===== config.mk =====
export PLATFORM = sky130hd
export DESIGN_NAME = bitstream_decim_fir
export DESIGN_NICKNAME = d
export VERILOG_FILES = /design/src/rtl/bitstream_decim_fir.sv
export SDC_FILE = /design/constraint.sdc
export NUM_CORES = 1
export LEC_CHECK = 0
export ABC_AREA = 1
export ABC_CLOCK_PERIOD_IN_PS = 6550
export BUFFER_PORTS_ARGS = -buffer_cell sky130_fd_sc_hd__buf_2
export CORE_UTILIZATION = 39
export DETAILED_ROUTE_END_ITERATION = 10
export SLEW_MARGIN = 20
export SYNTH_ARGS = -nofsm -noshare
export SYNTH_HDL_FRONTEND = slang
export SYNTH_SLANG_ARGS = --single-unit

===== constraint.sdc =====
create_clock -name clk -period 6.55 [get_ports clk]
set_input_delay 0.655 -clock clk [delete_from_list [all_inputs] [get_ports clk]]
set_output_delay 0.655 -clock clk [all_outputs]
set_load 0.005 [all_outputs]

===== src/rtl/bitstream_decim_fir.sv =====
module bitstream_decim_fir #(
  parameter int DECIM  = 16,
  parameter int PHASES = 5,
  parameter int COEF_W = 16,
  parameter logic [DECIM*PHASES*COEF_W-1:0] COEFS =
    {(DECIM*PHASES){{2'b01, {(COEF_W-2){1'b0}}}}},
  localparam int ACC_W = COEF_W + $clog2(DECIM*PHASES)
) (
  input  logic                    clk,
  input  logic                    rst,
  input  logic                    bit_in,
  input  logic                    bit_vld,
  output logic signed [ACC_W-1:0] out_data,
  output logic                    out_vld
);
  localparam int PW = $clog2(DECIM);

  logic [PW-1:0] ptr;
  logic          last;
  logic signed [ACC_W-1:0] acc  [PHASES];
  logic signed [ACC_W-1:0] term [PHASES];

  assign last = (ptr == PW'(DECIM-1));

  always_ff @(posedge clk) begin
    if (rst) ptr <= '0;
    else if (bit_vld) ptr <= last ? '0 : ptr + 1'b1;
  end

  for (genvar k = 0; k < PHASES; k++) begin : g_ph
    logic signed [COEF_W-1:0] cf;
    always_comb begin
      cf = COEFS[(k*DECIM + DECIM - 1 - int'(ptr))*COEF_W +: COEF_W];
      term[k] = bit_in ? ACC_W'(cf) : -ACC_W'(cf);
    end

    if (k == PHASES-1) begin : g_top
      always_ff @(posedge clk) begin
        if (rst) acc[k] <= '0;
        else if (bit_vld) acc[k] <= last ? '0 : acc[k] + term[k];
      end
    end else begin : g_mid
      always_ff @(posedge clk) begin
        if (rst) acc[k] <= '0;
        else if (bit_vld) acc[k] <= last ? acc[k+1] + term[k+1] : acc[k] + term[k];
      end
    end
  end

  always_ff @(posedge clk) begin
    if (rst) begin
      out_vld  <= 1'b0;
      out_data <= '0;
    end else begin
      out_vld <= bit_vld && last;
      if (bit_vld && last) out_data <= acc[0] + term[0];
    end
  end


  vld_after_block_chk: assert property (@(posedge clk) disable iff (rst)
    out_vld |-> ptr == '0);

  vld_single_chk: assert property (@(posedge clk) disable iff (rst)
    out_vld |=> !out_vld);

  data_hold_chk: assert property (@(posedge clk) disable iff (rst)
    !(bit_vld && last) |=> $stable(out_data));

  ptr_hold_chk: assert property (@(posedge clk) disable iff (rst)
    !bit_vld |=> $stable(ptr) && $stable(acc[0]) && !out_vld);

  top_restart_chk: assert property (@(posedge clk) disable iff (rst)
    bit_vld && last |=> acc[PHASES-1] == '0);
endmodule


Word-level counts from Yosys, hierarchy flattened
Memory sizes are Yosys's and may differ from the RTL's.
Index checks and enable logic that the tools add are counted.
{"block": "classes", "n_mux": 21, "shifts": 5, "bitwise_logic": 5, "n_eq_ne": 1, "add_sub_neg": 17, "reduce_logical": 1}
{"operator": "variable part select 1280 x 11 -> 16 bit (first input constant)", "count": 2}
{"operator": "variable part select 1280 x 10 -> 16 bit (first input constant)", "count": 1}
{"operator": "variable part select 1280 x 12 -> 16 bit (first input constant)", "count": 1}
{"operator": "variable part select 1280 x 9 -> 16 bit (first input constant)", "count": 1}
{"operator": "2-to-1 mux 23 bit", "count": 15}
{"operator": "adder 23 bit", "count": 6}
{"operator": "negator 16 -> 23 bit", "count": 5}
{"operator": "subtractor 6 x 4 -> 7 bit (first input constant)", "count": 2}
{"operator": "subtractor 7 x 4 -> 8 bit (first input constant)", "count": 1}
{"operator": "subtractor 5 x 4 -> 6 bit (first input constant)", "count": 1}
{"operator": "2-to-1 mux 1 bit", "count": 5}
{"operator": "bitwise OR 1 bit", "count": 5}
{"operator": "subtractor 4 x 4 -> 5 bit (first input constant)", "count": 1}
{"operator": "adder 4 x 1 -> 4 bit (second input constant)", "count": 1}
{"operator": "equality test 4 bit (second input constant)", "count": 1}
{"operator": "2-to-1 mux 4 bit", "count": 1}
{"operator": "logical AND 1 bit", "count": 1}
{"block": "word_totals", "regBits": 28, "input_bits": 4, "memories": 1, "output_inout_bits": 24, "ramBits": 115}
{"name": "acc", "depth": 5, "word_bits": 23, "read_ports": 5, "rd_clocked_by_memory_dff": 0, "write_ports": 5, "line_no": "20", "text": "logic signed [ACC_W-1:0] acc [PHASES];"}

Depth between registers and ports, before layout
{"block": "logic_depth", "ltp_word": 7, "depth_mapped": 10}

Worst setup path before layout
No wires, ideal clock.
{"block": "synth_path", "path_kind": "input port to flip-flop", "from": "input port bit_vld", "to": "memory acc[0][0] (netlist name), enable pin", "required_time_ns": 6.095, "setup_ns": 0.455, "stages": 2, "arrival_ns": 2.663, "slack_ns": 3.433, "path_cell_list": "nor2_1 -> inv_1"}
{"item": "start: declaration", "line_no": "12", "text": "input logic bit_vld,"}
{"item": "end: declaration", "line_no": "20"}

==> flow_summary.ini <==
[status]
status = finished with violations
violations = DRC

[global_route]
grt_pass1_wl_um = 22200
grt_pass1_vias = 4742
grt.total_usage_pct = 14.4
grt-ovfl-total = 0
grt_max_degree = 74
antenna_found_initial = 0

[sta]
fin_crit_ns = 2.52
fmax_mhz = 397
drv_slew = 0
finalClockSkew_ns = 0.00927
finalHoldViolCount = 0
setup_viol = 0
max_slew_margin_pct = 27.3
worst_slew_pin_slew_ns = 1.09
fin_crit_sh_pct = 38.4
totalNegativeSetupSlack_ns = 0
rsz0062_at_grt = false
worst_slack_ns = 4.03

[power]
p_per_area_nw_per_um2 = 272
p_leak_nw = 3.72
ir_drop_v = 0.000174

[worst_setup_path]
critPathLaunchType = input pin
required_ns = 6.72
crit_path_end_kind = register
crit_path_max_fanout = 32
crit_type = in -> reg
worstPathArrival_ns = 2.69

[clock_network]
clock_sinks = 129
post_cts_resized = 0
cts_made_buffers = 17
htree_levels = 4
cts.clk_slew.worst_paths_ns = 0.06
clk_latency_ns = 0.42
cts-root-buf = clkbuf_16
clock_path_buffers = 2
cts_setup_buffers = 0
cts_hold_buf = 0
cts_tree = yes

[finish]
synthToLayoutAreaGrowth_pct = 11.4
layout_commonest_cell = nand2_1
diodes = 0
final_util_pct = 44.9
drive_gt1_share_pct = 16.9
final_cell_area_um2 = 8180
fillCellCount = 1722
layout.nets = 847
layout_common_cells = nand2_1, inv_1, edfxtp_1

[synth]
synth.largest_area_cell = edfxtp_1
synth.avg_cell_area_um2 = 9.47
syn_area_um2 = 7350
ys_ff_latch = 129
post-synth-top-area-fraction_pct = 41.3
ys_types = 29
synth-edff-count = 101
syn-num-nets = 821
ys_warn_count = 0
syn_inst = 776
ys_seq_area_share_pct = 48.9
synthTopCellsByArea = edfxtp_1, nand2_1, o22ai_2
ys.flop_type = edfxtp_1
async_flop_share_pct = 0

[flow_run]
drv_cap = 0

[routing]
num_vias = 5033
ant_nets = 0
wl_met1_um = 6330
wl_met2_um = 6070
drc = 4
top_layer = met4
wl_met3_um = 408
viasPerCell = 4.82
drtIter0Drc = 290
first_pass_iters = 7
avgRoutedWirePerCell_um = 12.4
wl_um = 12900

[place]
place.port_buffers = 27
placed_cell_area_um2 = 7600
place.gp.congestion = 0.806
hpwl_um = 8280
dpl_worst_slack_ns = 3.62

[floorplanning]
die_area_um2 = 19400
coreArea_um2 = 18200
num_io_pins = 28
rows = 49
die_y_um = 139
start_util_pct = 40.3
die_w_um = 139

[worst_hold_path]
min_path_type = in -> reg
synth_stat cells, types with 2 or more instances:
cell type,count
a21o_1,6
a21oi_1,14
buf_2,9
buf_4,2
buf_6,12
dfxtp_1,28
edfxtp_1,101
fa_1,5
ha_1,36
inv_1,130
inv_2,4
nand2_1,187
nand3_1,85
nand3b_1,7
nor2_1,44
o21ai_0,14
o21ai_1,2
o21ai_2,6
o22ai_2,54
or2_2,9
xnor2_1,8
xor2_1,6
where the power goes:
group / internal (mW) / total, mW / switching [mW]
registers: 0.942 / 0.962 / 0.0195
clock network: 0.553 / 0.912 / 0.359
logic: 0.126 / 0.350 / 0.224
state kept, by name, indices dropped and copies added, names as in the netlist:
signal and flops:
out_data 23, acc 101, out_vld 1, ptr 4
cells by family (layout without fill, tap and decap cells):
| logic type | count (synthesis) | after routing | synth area share [%] |
|---|---|---|---|
| DFF | 129 | 129 | 48.9 |
| buffers and inverters | 158 | 197 | 9.56 |
| AOI/OAI and AO/OA | 97 | 97 | 12.7 |
| xor gates and xnor gates | 14 | 14 | 1.67 |
| and+or+nand+nor | 337 | 337 | 19.7 |
| adders and majority gates | 41 | 41 | 7.49 |
final timing paths:
| check | start | slack [ns] | cells after the start | end |
|---|---|---|---|---|
| worst max register to register | ptr[0] | 4.07 | 6 | acc[3][17] |
| worst min register to register | out_data[18] | 0.45 | 2 | out_data[18] |
| worst min-delay path | rst | 0.44 | 2 | ptr[2] |
| worst max-delay path | bit_in | 4.03 | 10 | acc[1][22] |
layout make-up:
class	count	area [µm²]	area share (%)
flip-flops and latches	129	3590	43.9
multi-input cells	489	3050	37.3
clock buffers	23	510	6.24
inverters	134	507	6.19
well taps	229	287	3.50
repair buffers	31	165	2.02
clock inverters	9	68.8	0.841
metal layers:
| metal | track usage, % | vias up |
|---|---|---|
| li1 | - | 2645 |
| met1 | 18.2 | 2317 |
| met2 | 23.4 | 64 |
| met3 | 3.82 | 7 |
| met4 | 5.44 | 0 |
| met5 | 0 | - |
metrics by stage:
step / power [mW] / hold WS [ns] / std cells
after detailed placement: 1.33 / 0.436 / 1012
final: 2.22 / 0.436 / 1044
after global routing: 2.34 / 0.441 / 1044
after floorplan: 1.26 / 0.447 / 776
after CTS: 2.25 / 0.411 / 1044
after global placement: 1.32 / 0.433 / 1012
worst max-delay path, cell delays in order:
cell	delay (ns)
buf_2	0.18
inv_1	0.25
buf_4	0.47
ha_1	0.36
nand2_1	0.12
inv_1	0.07
a21oi_1	0.26
nand3_1	0.14
nand3_1	0.12
nand2_1	0.06
No activity file was read; power rests on OpenSTA's default activity.
